### config.mk
export PLATFORM = sky130hd
export DESIGN_NAME = pllc_freq_calc
export DESIGN_NICKNAME = d
export VERILOG_FILES = /design/src/rtl/pllc_pkg.sv /design/src/rtl/pllc_divider.sv /design/src/rtl/pllc_band_sel.sv /design/src/rtl/pllc_mult_split.sv /design/src/rtl/pllc_freq_calc.sv
export SDC_FILE = /design/constraint.sdc
export NUM_CORES = 1
export LEC_CHECK = 0
export BUFFER_PORTS_ARGS = -buffer_cell sky130_fd_sc_hd__buf_2
export CAP_MARGIN = 5
export CORE_MARGIN = 5
export CORE_UTILIZATION = 40
export CTS_CLUSTER_DIAMETER = 150
export DETAILED_ROUTE_END_ITERATION = 16
export GPL_ROUTABILITY_DRIVEN = 0
export HOLD_SLACK_MARGIN = 0.06
export SLEW_MARGIN = 20
export SYNTH_ARGS = -nofsm -noshare
export SYNTH_HDL_FRONTEND = slang
export SYNTH_SLANG_ARGS = --single-unit
### constraint.sdc
create_clock -name clk -period 7.77 [get_ports clk]
set_clock_uncertainty 0.05 [all_clocks]
set_input_delay 1.9425 -clock clk [delete_from_list [all_inputs] [get_ports clk]]
set_output_delay 1.9425 -clock clk [all_outputs]
set_load 0.005 [all_outputs]
### src/rtl/pllc_pkg.sv
package pllc_pkg;
  localparam int unsigned FREQ_W  = 32;
  localparam int unsigned CNT_W   = 8;
  localparam int unsigned FRAC_W  = 24;
  localparam int unsigned DIV_W   = FREQ_W + FRAC_W;

  localparam logic [FREQ_W-1:0] REF_HZ      = 32'd100_000_000;
  localparam logic [FREQ_W-1:0] MIN_HZ      = 32'd1_000_000;
  localparam logic [FREQ_W-1:0] MAX_HZ      = 32'd600_000_000;
  localparam logic [FREQ_W-1:0] LOW_MAX_HZ  = 32'd50_000_000;
  localparam logic [FREQ_W-1:0] LOW_NUM_HZ  = 32'd200_000_000;
  localparam logic [FREQ_W-1:0] HIGH_NUM_HZ = 32'd600_000_000;

  typedef enum logic [1:0] {ST_IDLE, ST_CDIV, ST_MDIV, ST_KDIV} calc_state_e;

  typedef struct packed {
    logic [CNT_W-1:0] hi;
    logic [CNT_W-1:0] lo;
    logic             odd;
  } mult_split_t;

  function automatic mult_split_t split_mult(input logic [CNT_W-1:0] m);
    mult_split_t s;
    s.lo  = m >> 1;
    s.odd = m[0];
    s.hi  = s.lo + {{(CNT_W-1){1'b0}}, m[0]};
    return s;
  endfunction

  function automatic logic [DIV_W-1:0] vco_of(input logic [FREQ_W-1:0] f,
                                              input logic [CNT_W-1:0] c,
                                              input logic low);
    logic [DIV_W-1:0] p;
    p = DIV_W'(f) * DIV_W'(c);
    return low ? (p << 2) : (p << 1);
  endfunction
endpackage

### src/rtl/pllc_divider.sv
module pllc_divider #(
  parameter int unsigned W = 56
) (
  input  logic         clk,
  input  logic         rst_n,
  input  logic         go,
  input  logic [W-1:0] dividend,
  input  logic [W-1:0] divisor,
  output logic         busy,
  output logic         done,
  output logic [W-1:0] quotient,
  output logic [W-1:0] remainder
);
  localparam int unsigned CW = $clog2(W);

  logic [W-1:0]  dvs_q;
  logic [CW-1:0] cnt_q;
  logic [W:0]    trial;
  logic          fits;
  logic [W-1:0]  rem_nx;

  always_comb begin
    trial  = {remainder, quotient[W-1]};
    fits   = trial >= {1'b0, dvs_q};
    rem_nx = fits ? W'(trial - {1'b0, dvs_q}) : trial[W-1:0];
  end

  always_ff @(posedge clk) begin
    if (!rst_n) begin
      busy      <= 1'b0;
      done      <= 1'b0;
      quotient  <= '0;
      remainder <= '0;
      dvs_q     <= '0;
      cnt_q     <= '0;
    end else begin
      done <= 1'b0;
      if (go) begin
        busy      <= 1'b1;
        quotient  <= dividend;
        remainder <= '0;
        dvs_q     <= divisor;
        cnt_q     <= '0;
      end else if (busy) begin
        remainder <= rem_nx;
        quotient  <= {quotient[W-2:0], fits};
        cnt_q     <= cnt_q + 1'b1;
        if (cnt_q == CW'(W-1)) begin
          busy <= 1'b0;
          done <= 1'b1;
        end
      end
    end
  end
endmodule

### src/rtl/pllc_band_sel.sv
module pllc_band_sel
  import pllc_pkg::*;
(
  input  logic [FREQ_W-1:0] freq,
  output logic              in_range,
  output logic              low_band,
  output logic [FREQ_W-1:0] numer
);
  always_comb begin
    in_range = (freq >= MIN_HZ) && (freq <= MAX_HZ);
    low_band = freq <= LOW_MAX_HZ;
    numer    = low_band ? LOW_NUM_HZ : HIGH_NUM_HZ;
  end
endmodule

### src/rtl/pllc_mult_split.sv
module pllc_mult_split
  import pllc_pkg::*;
(
  input  logic [CNT_W-1:0] m_int,
  output mult_split_t      split
);
  always_comb split = split_mult(m_int);
endmodule

### src/rtl/pllc_freq_calc.sv
module pllc_freq_calc
  import pllc_pkg::*;
(
  input  logic              clk,
  input  logic              rst_n,
  input  logic              start,
  input  logic [FREQ_W-1:0] freq_hz,
  output logic              res_valid,
  output logic              res_error,
  output logic [CNT_W-1:0]  c_count,
  output logic              vco_div2,
  output logic              n_bypass,
  output logic [CNT_W-1:0]  m_high,
  output logic [CNT_W-1:0]  m_low,
  output logic              m_odd,
  output logic [FRAC_W-1:0] m_frac
);
  calc_state_e       state_q;
  logic [FREQ_W-1:0] freq_q;
  logic              low_q;
  logic [CNT_W-1:0]  c_q;
  logic [CNT_W-1:0]  mint_q;

  logic              in_range, low_band;
  logic [FREQ_W-1:0] numer;
  mult_split_t       split;

  logic              div_go, div_busy, div_done;
  logic [DIV_W-1:0]  div_a, div_b, div_quo, div_rem;
  logic              calc_busy;

  assign calc_busy = state_q != ST_IDLE;

  pllc_band_sel u_band (
    .freq     (freq_hz),
    .in_range (in_range),
    .low_band (low_band),
    .numer    (numer)
  );

  pllc_mult_split u_split (
    .m_int (mint_q),
    .split (split)
  );

  pllc_divider #(.W(DIV_W)) u_div (
    .clk       (clk),
    .rst_n     (rst_n),
    .go        (div_go),
    .dividend  (div_a),
    .divisor   (div_b),
    .busy      (div_busy),
    .done      (div_done),
    .quotient  (div_quo),
    .remainder (div_rem)
  );

  always_comb begin
    div_go = 1'b0;
    div_a  = '0;
    div_b  = '0;
    unique case (state_q)
      ST_IDLE: if (start && in_range) begin
        div_go = 1'b1;
        div_a  = DIV_W'(numer);
        div_b  = DIV_W'(freq_hz);
      end
      ST_CDIV: if (div_done) begin
        div_go = 1'b1;
        div_a  = vco_of(freq_q, div_quo[CNT_W-1:0], low_q);
        div_b  = DIV_W'(REF_HZ);
      end
      ST_MDIV: if (div_done) begin
        div_go = 1'b1;
        div_a  = div_rem << FRAC_W;
        div_b  = DIV_W'(REF_HZ);
      end
      default: ;
    endcase
  end

  always_ff @(posedge clk) begin
    if (!rst_n) begin
      state_q   <= ST_IDLE;
      freq_q    <= '0;
      low_q     <= 1'b0;
      c_q       <= '0;
      mint_q    <= '0;
      res_valid <= 1'b0;
      res_error <= 1'b0;
      c_count   <= '0;
      vco_div2  <= 1'b0;
      n_bypass  <= 1'b0;
      m_high    <= '0;
      m_low     <= '0;
      m_odd     <= 1'b0;
      m_frac    <= '0;
    end else begin
      res_valid <= 1'b0;
      res_error <= 1'b0;
      unique case (state_q)
        ST_IDLE: if (start) begin
          if (in_range) begin
            freq_q  <= freq_hz;
            low_q   <= low_band;
            state_q <= ST_CDIV;
          end else begin
            res_valid <= 1'b1;
            res_error <= 1'b1;
          end
        end
        ST_CDIV: if (div_done) begin
          c_q     <= div_quo[CNT_W-1:0];
          state_q <= ST_MDIV;
        end
        ST_MDIV: if (div_done) begin
          mint_q  <= div_quo[CNT_W-1:0];
          state_q <= ST_KDIV;
        end
        ST_KDIV: if (div_done) begin
          c_count   <= c_q;
          vco_div2  <= low_q;
          n_bypass  <= !low_q;
          m_high    <= split.hi;
          m_low     <= split.lo;
          m_odd     <= split.odd;
          m_frac    <= div_quo[FRAC_W-1:0];
          res_valid <= 1'b1;
          state_q   <= ST_IDLE;
        end
        default: state_q <= ST_IDLE;
      endcase
    end
  end
endmodule

==> summary.md, run 1 <==
| Metric | Value |
|---|---|
| Main area contributors after synthesis | `dfxtp_1, fa_1, and2_1, nand2_1, ha_1` |
| Yosys top cell by area | `dfxtp_1` |
| Unique masters post-synth | `84` |
| Slowest-stage cell, CP | `dfxtp_1` |
| CTS tree | `yes` |
| Full die area | `about 59000 um^2` |
| Hold Slack | `roughly 0.39 ns` |
| Setup ws final | `1.60 ns` |
| Fraction of layout cells with a size suffix above 1 | `under 10%` |
| Chip height | `242 um` |
| Via density | `5.53` |
| Most common cell in the netlist | `nand2_1` |
| Max-slew headroom | `roughly a quarter` |
| Fin area | `between 20000 and 25000 um^2` |
| Share of the yosys chip area belonging to registers | `23.6%` |
| RSZ-0062 raised after global routing | `false` |
| Setup TNS Final | `0 ns` |
| Die X | `242 um` |
| Crit-path cells | `buf_4 > and2_1 > ha_1 > inv_1 > fa_1 > inv_1 > fa_1 > inv_1 > fa_1 > inv_1 > ha_1 > a21o_1 > a221oi_2 > o211ai_1 > and3_1 > or2_2 > a211oi_1 > xnor2_1 > a221oi_1 > a21oi_1` |
| DR DRC count | `0` |
| Initial antenna violation count | `1` |
| PD cells | `192 nW/um^2` |
| CP endpoint kind | `flip-flop` |
| Synth warnings | `0` |
| Ant diodes | `0` |
| CP startpoint kind | `flip-flop` |
| Cells after Synth | `2592` |
| Status | `finished, final reports clean` |
| Worst Hold Class | `flip-flop to flip-flop` |
| Critical Path Most Common Cell | `inv_1` |
| Final nets | `2887` |
| Final period util | `79.4%` |
| Dpl cell area | `22400 um^2` |
| PortBufs | `86` |
| Crit path largest cell delay | `between 0.8 and 0.9 ns` |
| Hold_buf cts | `0` |
| WP data required | `8.15 ns` |
| Num rows | `85` |
| H-tree levels | `1` |
| Setup repair bufs after CTS | `0` |
| Vias | `18.2k` |
| Hold Fails Final Rpt | `0` |
| HPWL after DPL | `45900 um` |
| Initial Utilization | `40.2%` |
| Fin. max-slew vios | `0` |
| Post-synth EDFFs | `0` |
| CTS buffer count | `29` |
| Synth Flop Type | `dfxtp_1` |
| Ys async rst share | `0%` |
| Leak | `10.3 nW` |
| Post-DRT Antenna Nets | `0` |
| Largest net degree at the start of global routing | `95` |
| GRT Overall Usage | `20.7%` |
| CTS Root Cell | `clkbuf_16` |
| Avg WL per Cell | `18.9 um` |
| Core Area | `53700 um^2` |
| Buf/Inv on CP | `5` |
| WL final | `62000 um` |
| Sink Count | `255` |
| Synthesized area per cell | `8.34 um^2` |
| Syn Nets | `roughly 2.9k` |
| Setup CP Type | `flip-flop to flip-flop` |
| Mapped Area | `21600 um^2` |
| Data arrival, critical path | `between 6 and 7 ns` |
| Grt total ovfl | `0` |
| Drt first pass iters | `6` |
| Crit path max-delay family | `adder cells` |
| Max Cap Violations | `0` |
| Fmax | `162 MHz` |
| Clk buf depth | `3` |
| Post-CTS resize count | `0` |
| Clock Pin Slew Worst Setup and Hold Paths | `0.06 ns` |
| Worst-margin pin slew | `between 1 and 1.5 ns` |
| Peak supply drop | `0.000214 V` |
| Yosys reg bits | `about 260` |
| Critical Path Fanout Max | `20` |
| Tmin final | `6.17 ns` |
| Placement Setup Slack | `1.44 ns` |
| Area share of the leading cell type in the synthesized netlist | `23.6%` |
| Clk_lat worst skew | `0.56 ns` |
| Top Ports | `88` |
| Drt initial violations | `1461` |
| First-pass GRT wire length | `101000 um` |
| Post-synth top cells | `nand2_1, dfxtp_1, inv_1` |
| Vias in the first global route | `18.2k` |
| Syn-to-layout area delta | `8.34%` |
| Count of final setup violators | `0` |
cell usage in the layout, fill, tap and decap left out, types with 9 or more instances in the layout:
| cell | count |
|---|---|
| nand2_1 | 343 |
| dfxtp_1 | 253 |
| inv_1 | 246 |
| and2_1 | 224 |
| fa_1 | 181 |
| o21ai_0 | 140 |
| a21oi_1 | 127 |
| nor2_1 | 100 |
| ha_1 | 100 |
| buf_2 | 85 |
| mux2i_1 | 78 |
| a21boi_0 | 66 |
| xnor2_1 | 58 |
| nor2b_1 | 42 |
| nand3_1 | 40 |
| nand4_1 | 33 |
| a21o_1 | 31 |
| nor3_1 | 31 |
| xor2_1 | 31 |
| clkbuf_16 | 29 |
| and3_1 | 25 |
| mux2_2 | 25 |
| a211oi_1 | 24 |
| a31oi_1 | 23 |
| buf_4 | 21 |
| nor4_1 | 15 |
| o221a_2 | 14 |
| o211ai_1 | 13 |
| a311oi_1 | 13 |
| o21a_1 | 12 |
| a221oi_1 | 11 |
| o31ai_1 | 9 |
tightest hold or removal path, stage by stage (launching register included):
cell     delay [ns]
dfxtp_1        0.30
inv_1          0.06
nor2_1         0.04
through the flow:
stage | instances | total power [mW] | utilization, %
floorplan | 2592 | 2.73 | -
global placement | 3236 | 3.08 | 41.8
detailed placement | 3236 | 3.09 | 41.8
CTS | 3288 | 4.50 | 43.6
global route | 3288 | 4.75 | 43.6
finish | 3288 | 4.49 | 43.6
layer usage:
layer / part of all wire [%] / global-route usage (%) / vias up
li1: - / - / 8658
met1: 45 / 28.8 / 8918
met2: 46 / 34.4 / 523
met3: 6.0 / 3.14 / 91
met4: 2.2 / 4.28 / 0
met5: 0 / 0 / -
flip-flops by register name, summed over array words and instances, names as in the netlist, 2 cells and up:
register,cells
c_q,8
state_q,2
freq_q,32
m_high,8
c_count,8
mint_q,8
u_div.quotient,56
u_div.remainder,56
u_div.dvs_q,32
u_div.cnt_q,6
m_frac,24
m_low,7
worst paths after layout:
check	start	end	slack, ns	cells after the start
hold / removal	u_div.dvs_q[31]	u_div.dvs_q[31]	0.39	2
setup / recovery	u_div.quotient[6]	u_div.quotient[28]	1.60	20
hold reg to reg	u_div.dvs_q[31]	u_div.dvs_q[31]	0.39	2
setup reg to reg	u_div.quotient[6]	u_div.quotient[28]	1.60	20
final cells by class:
class / count / area (um^2)
fill: 5333 / 30300
sequential: 255 / 5110
tap: 696 / 871
timing repair buffer: 106 / 583
clock inverter: 12 / 150
inverter: 246 / 923
multi-input combinational: 1933 / 15000
clock buffer: 40 / 817
cells by family after synthesis:
logic type / share of synthesized area (%)
simple gates: 21.5
buf+inv: 7.28
xor+xnor: 3.61
fa+ha+maj: 22.6
flops: 23.6
other cells: 0.0174
compound gates: 16.5
mux: 4.91
report_power, final:
group          internal (mW)  switching [mW]  total (mW)
clock network          0.833           0.565        1.40
logic                  0.630           0.984        1.61
registers               1.37           0.110        1.48
total                   2.83            1.66        4.49
Power figures use the tool's default switching activity.
==> inputs of run 2 (changes only) <==
ABC_AREA = 1   (was default)
clock period = 6.17 ns   (was 7.77 ns; I/O delays follow)
==> run 2 against run 1 <==
Effect of this change:
- synthesized area increased by 12%
- critical path type unchanged
- clock power increased by 39%
- first-iteration DRC count increased by 26%
- die area increased by 11%
- total power increased by 69%
- highest routed layer unchanged
- wire length increased by 24%
- register-to-register slack got worse by 0.77 ns
- largest cell class unchanged
==> summary.md, run 2 <==
| Metric | Value |
|---|---|
| Setup repair bufs after CTS | `0 (unchanged)` |
| Fraction of layout cells with a size suffix above 1 | `5.78% (-2.8 points)` |
| Count of final setup violators | `0 (unchanged)` |
| CTS tree | `yes` |
| Hold Slack | `0.394 ns (+0.000616 ns)` |
| Fin. max-slew vios | `0 (unchanged)` |
| Data arrival, critical path | `5.71 ns (-0.83 ns)` |
| Share of the yosys chip area belonging to registers | `21.1% (-2.5 points)` |
| PD cells | `289 nW/um^2 (+50%)` |
| Peak supply drop | `0.000360 V (+69%)` |
| Drt first pass iters | `7 (+1)` |
| Tmin final | `5.34 ns (-0.830 ns)` |
| CTS Root Cell | `clkbuf_16` |
| # fillers | `6516 (+22%)` |
| PortBufs | `86 (unchanged)` |
| Area share of the leading cell type in the synthesized netlist | `21.1% (-2.5 points)` |
| Status | `finished, final reports clean` |
| Worst Hold Class | `flip-flop to flip-flop` |
| Leak | `14.7 nW (+44%)` |
| Hold Fails Final Rpt | `0 (unchanged)` |
| R2R setup slack | `0.83 ns (-0.77 ns)` |
| Post-CTS resize count | `0 (unchanged)` |
| Synth Area in Simple Gates | `32.6% (+11 points)` |
| Hold_buf cts | `0 (unchanged)` |
| Fmax | `187 MHz (+16%)` |
| CP endpoint kind | `flip-flop` |
| Most common cell in the netlist | `nand2_1` |
| Final core area utilization | `43.6% (+0.046 points)` |
| Final period util | `86.5% (+7.1 points)` |
| Final nets | `4172 (+45%)` |
| RSZ-0062 raised after global routing | `false` |
| Vias in the first global route | `22.2k (+22%)` |
| Via density | `4.96 (-10%)` |
| Mux cell area share after synthesis | `0% (-4.9 points)` |
| Leading cell types in the layout, fill and taps excluded | `nand2_1, inv_1, nor2_1` |
| Critical Path Fanout Max | `22 (+10%)` |
| Sink Count | `255 (unchanged)` |
| Yosys top cell by area | `dfxtp_1` |
| Worst-margin pin slew | `1.01 ns (-0.120 ns)` |
| Unique masters post-synth | `50 (-40%)` |
| Chip height | `256 um (+5.6%)` |
| First-pass GRT wire length | `123000 um (+22%)` |
| Max-slew headroom | `31.8% (+7.4 points)` |
| Top Ports | `88 (unchanged)` |
| HPWL after DPL | `60100 um (+31%)` |
| Main area contributors after synthesis | `dfxtp_1, nand2_1, fa_1, inv_1, nor2_1` |
| Synth Flop Type | `dfxtp_1` |
| Avg WL per Cell | `16.6 um (-12%)` |
| Post-DRT Antenna Nets | `0 (unchanged)` |
| Die X | `256 um (+5.6%)` |
| DR DRC count | `0 (unchanged)` |
| Max Cap Violations | `0 (unchanged)` |
| Post-synth EDFFs | `0 (unchanged)` |
| Drt initial violations | `1848 (+26%)` |
| Num rows | `90 (+5.9%)` |
| Clock Pin Slew Worst Setup and Hold Paths | `0.07 ns (about the same)` |
| CTS buffer count | `31 (+6.9%)` |
| Syn-to-layout area delta | `8.44% (about the same)` |
| Main combinational cell family by area after synthesis | `simple AND/OR/NAND/NOR gates` |
| Syn Nets | `4186 (+44%)` |
| Grt total ovfl | `0 (unchanged)` |
| Ant diodes | `0 (unchanged)` |
| GRT Overall Usage | `23.0% (+2.3 points)` |
| Xor/xnor cell area share of the yosys netlist | `1.09% (-2.5 points)` |
| WP data required | `6.54 ns (-1.61 ns)` |
| Clk_lat worst skew | `0.58 ns (+0.02 ns)` |
| Internal power | `4.02 mW (+42%)` |
| Vias | `23.1k (+27%)` |
| Setup TNS Final | `0 ns (unchanged)` |
| Combinational power share | `49.9% (+14 points)` |
| Synth warnings | `0 (unchanged)` |
| Synthesized area per cell | `6.25 um^2 (-25%)` |
| Mapped Area | `24200 um^2 (+12%)` |
| Yosys reg bits | `255 (unchanged)` |
| Initial Utilization | `40.2% (about the same)` |
| Post-synth top cells | `nand2_1, inv_1, nor2_1` |
| Synth Area in Compound Gates | `9.71% (-6.8 points)` |
| Biggest regs | `u_div.quotient: 56 flops, u_div.remainder: 56 flops` |
| Synth Area in Adders | `20.1% (-2.4 points)` |
| Psw | `3.55 mW (+110%)` |
| Cells after Synth | `3870 (+49%)` |
| CP startpoint kind | `flip-flop` |
| Core Area | `60100 um^2 (+12%)` |
| Largest net degree at the start of global routing | `89 (-6.3%)` |
| Initial antenna violation count | `0 (-1)` |
| H-tree levels | `1 (unchanged)` |
| Sw frac | `46.9% (+10 points)` |
| Most common cell after layout, fill and taps aside | `nand2_1` |
| WL final | `77100 um (+24%)` |
| Clk buf depth | `3 (unchanged)` |
| Reg power frac | `24.4% (-8.6 points)` |
| Ys async rst share | `0% (unchanged)` |
| Clock network fraction of total power | `25.8% (-5.3 points)` |
| Full die area | `65500 um^2 (+11%)` |
| Setup CP Type | `flip-flop to flip-flop` |
## run 2: cell count changes after synthesis, moves of 66 or more
cell	previous run	this run
a21boi_0	66	0
nor2_1	101	402
mux2i_1	78	0
a21oi_1	128	212
inv_1	246	779
nand3_1	40	228
and2_1	226	6
nand2_1	344	1122
## run 2: logic make-up after synthesis
family / after synthesis
compound gates: 444
xor+xnor: 30
fa+ha+maj: 281
buf+inv: 955
flops: 255
other cells: 1
simple gates: 1904
## run 2: worst paths after layout
check | cells past startpoint | startpoint | end
max | 23 | u_div.quotient[5] | u_div.quotient[34]
min | 2 | u_div.dvs_q[31] | u_div.dvs_q[31]
max reg2reg | 23 | u_div.quotient[5] | u_div.quotient[34]
min reg2reg | 2 | u_div.dvs_q[31] | u_div.dvs_q[31]
## run 2: power by group through the flow
stage / logic [mW] / registers, mW / clock network, mW
final: 3.78 / 1.85 / 1.95
after detailed placement: 3.70 / 1.88 / 0
after CTS: 3.72 / 1.84 / 2.00
after global routing: 4.21 / 1.86 / 2.07
after floorplan: 2.80 / 1.81 / 0
after global placement: 3.70 / 1.88 / 0
## run 2: per-layer routing
layer  global-route usage (%)  vias to the layer above  routed length [um]
met5                        0                        -                   0
met4                     7.96                        0                3110
met3                     3.10                      128                4830
met2                     38.8                      692               35500
met1                     30.5                    10600               33700
li1                         -                    11700                   -
## run 2: area by class of cell
type / count / area [um^2] / share of cell area (%)
Sequential cell: 255 / 5110 / 19.5
Inverter: 788 / 2960 / 11.3
Multi-Input combinational cell: 2660 / 15400 / 58.6
Timing Repair Buffer: 120 / 736 / 2.80
Clock inverter: 18 / 255 / 0.973
Tap cell: 782 / 978 / 3.73
Clock buffer: 35 / 821 / 3.13
## run 2: worst max-delay path, stage by stage (launching register included)
cell and delay [ns]:
dfxtp_1 0.39, buf_4 0.36, buf_4 0.29, nand2_1 0.08, inv_1 0.08, fa_1 0.43
fa_1 0.52, fa_1 0.54, inv_1 0.05, fa_1 0.52, inv_1 0.04, ha_1 0.39
nand2_1 0.15, inv_1 0.05, a21oi_1 0.20, nand2_1 0.13, a21oi_1 0.25, nand3_1 0.19
nand2_1 0.11, nor2_1 0.04, nor2_1 0.10, nand2_1 0.06, nand2_1 0.05, a21oi_1 0.05
## run 2: per-stage QoR
| stage | setup WS, ns | total power, mW | cells | instance area, um^2 |
|---|---|---|---|---|
| 6_report | 0.833 | 7.57 | 4658 | 26200 |
| 3_5_place_dp | 0.904 | 5.58 | 4605 | 25200 |
| 3_3_place_gp | 0.847 | 5.58 | 4605 | 25200 |
| 2_1_floorplan | 1.40 | 4.61 | 3870 | 24200 |
| 4_1_cts | 0.890 | 7.57 | 4658 | 26200 |
| 5_1_grt | 0.525 | 8.14 | 4658 | 26200 |
==> inputs of run 3 (changes only) <==
CORE_MARGIN = 10   (was 5)
clock period = 6.14 ns   (was 6.17 ns; I/O delays follow)
==> run 3 against run 2 <==
Effect of this change:
- flip-flop and latch count is the same
- clock power is essentially flat
- cell area is essentially flat
- largest cell class unchanged
- non-clock buffer count shrank 1
- combinational power is essentially flat
- sequential power is essentially flat
- setup slack lost 0.0079 ns
==> summary.md, run 3 (same netlist as run 2, synthesis figures left out) <==
| Metric | Value |
|---|---|
| Fin. max-slew vios | `0 (unchanged)` |
| Setup TNS Final | `0 ns (unchanged)` |
| Hold_buf cts | `0 (unchanged)` |
| Placement Setup Slack | `0.886 ns (-0.0174 ns)` |
| CP endpoint kind | `flip-flop` |
| Post-DRT Antenna Nets | `0 (unchanged)` |
| Top Ports | `88 (unchanged)` |
| Num rows | `90 (unchanged)` |
| Syn-to-layout area delta | `8.44% (about the same)` |
| Leak | `14.7 nW (about the same)` |
| Data arrival, critical path | `5.75 ns (+0.04 ns)` |
| Critical Path Fanout Max | `32 (+45%)` |
| PD cells | `289 nW/um^2 (+0.23%)` |
| Final total power | `7.59 mW (+0.23%)` |
| Setup repair bufs after CTS | `0 (unchanged)` |
| Most common cell after layout, fill and taps aside | `nand2_1` |
| Grt total ovfl | `0 (unchanged)` |
| Hold Fails Final Rpt | `0 (unchanged)` |
| Tmin final | `5.31 ns (-0.0221 ns)` |
| Drt initial violations | `1868 (+1.1%)` |
| Drt first pass iters | `6 (-1)` |
| Setup CP Type | `flip-flop to flip-flop` |
| GRT Overall Usage | `21.7% (-1.3 points)` |
| First-pass GRT wire length | `123000 um (+0.29%)` |
| Clk buf depth | `3 (unchanged)` |
| R2r endpoint | `u_div.quotient[21]` |
| Die X | `266 um (+3.9%)` |
| H-tree levels | `1 (unchanged)` |
| Initial Utilization | `40.2% (unchanged)` |
| Vias in the first global route | `22.5k (+1.5%)` |
| Max-slew headroom | `34.9% (+3.1 points)` |
| Biggest regs | `u_div.quotient: 56 flops, u_div.remainder: 56 flops` |
| Worst-margin pin slew | `0.977 ns (-0.0359 ns)` |
| Initial antenna violation count | `0 (unchanged)` |
| Largest net degree at the start of global routing | `98 (+10%)` |
| WL final | `77200 um (+0.13%)` |
| Avg WL per Cell | `16.6 um (+0.11%)` |
| Status | `finished, final reports clean` |
| Ant diodes | `0 (unchanged)` |
| Min-Delay Endpoint | `u_div.dvs_q[31]` |
| Fmax | `188 MHz (+0.42%)` |
| Final nets | `4170 (-0.048%)` |
| CTS tree | `yes` |
| DR DRC count | `0 (unchanged)` |
| Hold path depth | `2 (unchanged)` |
| PortBufs | `86 (unchanged)` |
| Fraction of layout cells with a size suffix above 1 | `5.70% (-0.079 points)` |
| HP Start | `u_div.dvs_q[31]` |
| Final std cells w/o fill | `4659 (+0.021%)` |
| Full die area | `70700 um^2 (+8.0%)` |
| Via density | `5.01 (+0.98%)` |
| HPWL after DPL | `60000 um (-0.28%)` |
| Setup ws final | `0.825 ns (-0.00789 ns)` |
| Chip height | `266 um (+3.9%)` |
| Peak supply drop | `0.000356 V (-1.1%)` |
| Leading cell types in the layout, fill and taps excluded | `nand2_1, inv_1, nor2_1` |
| Core Area | `60100 um^2 (unchanged)` |
| CTS Root Cell | `clkbuf_16` |
| Post-CTS resize count | `0 (unchanged)` |
| Clock Pin Slew Worst Setup and Hold Paths | `0.08 ns (about the same)` |
| Sink Count | `255 (unchanged)` |
| CP startpoint kind | `flip-flop` |
| Max Cap Violations | `0 (unchanged)` |
| Reg2Reg Depth | `25 (+8.7%)` |
| WP data required | `6.57 ns (+0.03 ns)` |
| R2R setup slack | `0.83 ns (about the same)` |
| Count of final setup violators | `0 (unchanged)` |
| CTS buffer count | `30 (-3.2%)` |
| Worst R2R Start | `u_div.quotient[7]` |
| RSZ-0062 raised after global routing | `false` |
| DP Cell Count | `4604 (-0.022%)` |
| Worst Hold Class | `flip-flop to flip-flop` |
| Clk_lat worst skew | `0.60 ns (+0.02 ns)` |
| Final period util | `86.6% (about the same)` |
| Vias | `23.3k (+1.0%)` |
[run 3: worst max-delay path, stage by stage (launching register included)]
cell     delay [ns]
dfxtp_1        0.34
buf_4          0.41
nand2_1        0.15
fa_1           0.53
fa_1           0.54
inv_1          0.05
fa_1           0.53
inv_1          0.06
fa_1           0.53
inv_1          0.04
ha_1           0.36
nand2_1        0.15
inv_1          0.07
nand2_1        0.07
nand2_1        0.04
nand2_1        0.05
nand3_1        0.18
nand2_1        0.11
nand2_1        0.13
or2_2          0.34
nand3_1        0.09
nand3_1        0.08
nand2_1        0.09
nand3_1        0.07
nand2_1        0.06
inv_1          0.04
[run 3: through the flow]
stage | util [%] | area [um^2] | hold slack (ns)
CTS | 43.6 | 26200 | 0.396
detailed placement | 41.9 | 25200 | 0.387
floorplan | - | 24200 | 0.370
finish | 43.6 | 26200 | 0.392
global route | 43.6 | 26200 | 0.421
global placement | 41.9 | 25200 | 0.385
[run 3: cell type report]
type,count,area [um^2]
fillers,6552,33900
multi-input cells,2660,15400
flip-flops and latches,255,5110
inverters,788,2960
well taps,782,978
clock buffers,39,825
repair buffers,119,753
clock inverters,16,233
[run 3: worst max-delay path by stage]
stage                            startpoint            endpoint  depth (start not counted)
after global placement    u_div.quotient[7]  u_div.quotient[21]                         25
after detailed placement  u_div.quotient[7]  u_div.quotient[21]                         25
final                     u_div.quotient[7]  u_div.quotient[21]                         25
after global routing      u_div.quotient[7]  u_div.quotient[21]                         25
after floorplan           u_div.quotient[7]  u_div.quotient[21]                         26
after CTS                 u_div.quotient[7]  u_div.quotient[21]                         25
[run 3: power breakdown]
group          internal, mW  switching, mW  leakage (nW)
clock network          1.16          0.777         0.515
registers              1.74          0.115          2.06
logic                  1.10           2.70          12.2
total                  4.00           3.59          14.7
[run 3: per-layer routing]
metal	track usage, %	share of wire [%]	up-vias	wire length, um
met5	0	0	-	0
met4	8.06	4.1	0	3170
met3	2.32	5.5	124	4230
met2	36.4	46	692	35400
met1	28.4	45	10900	34400
li1	-	-	11700	-
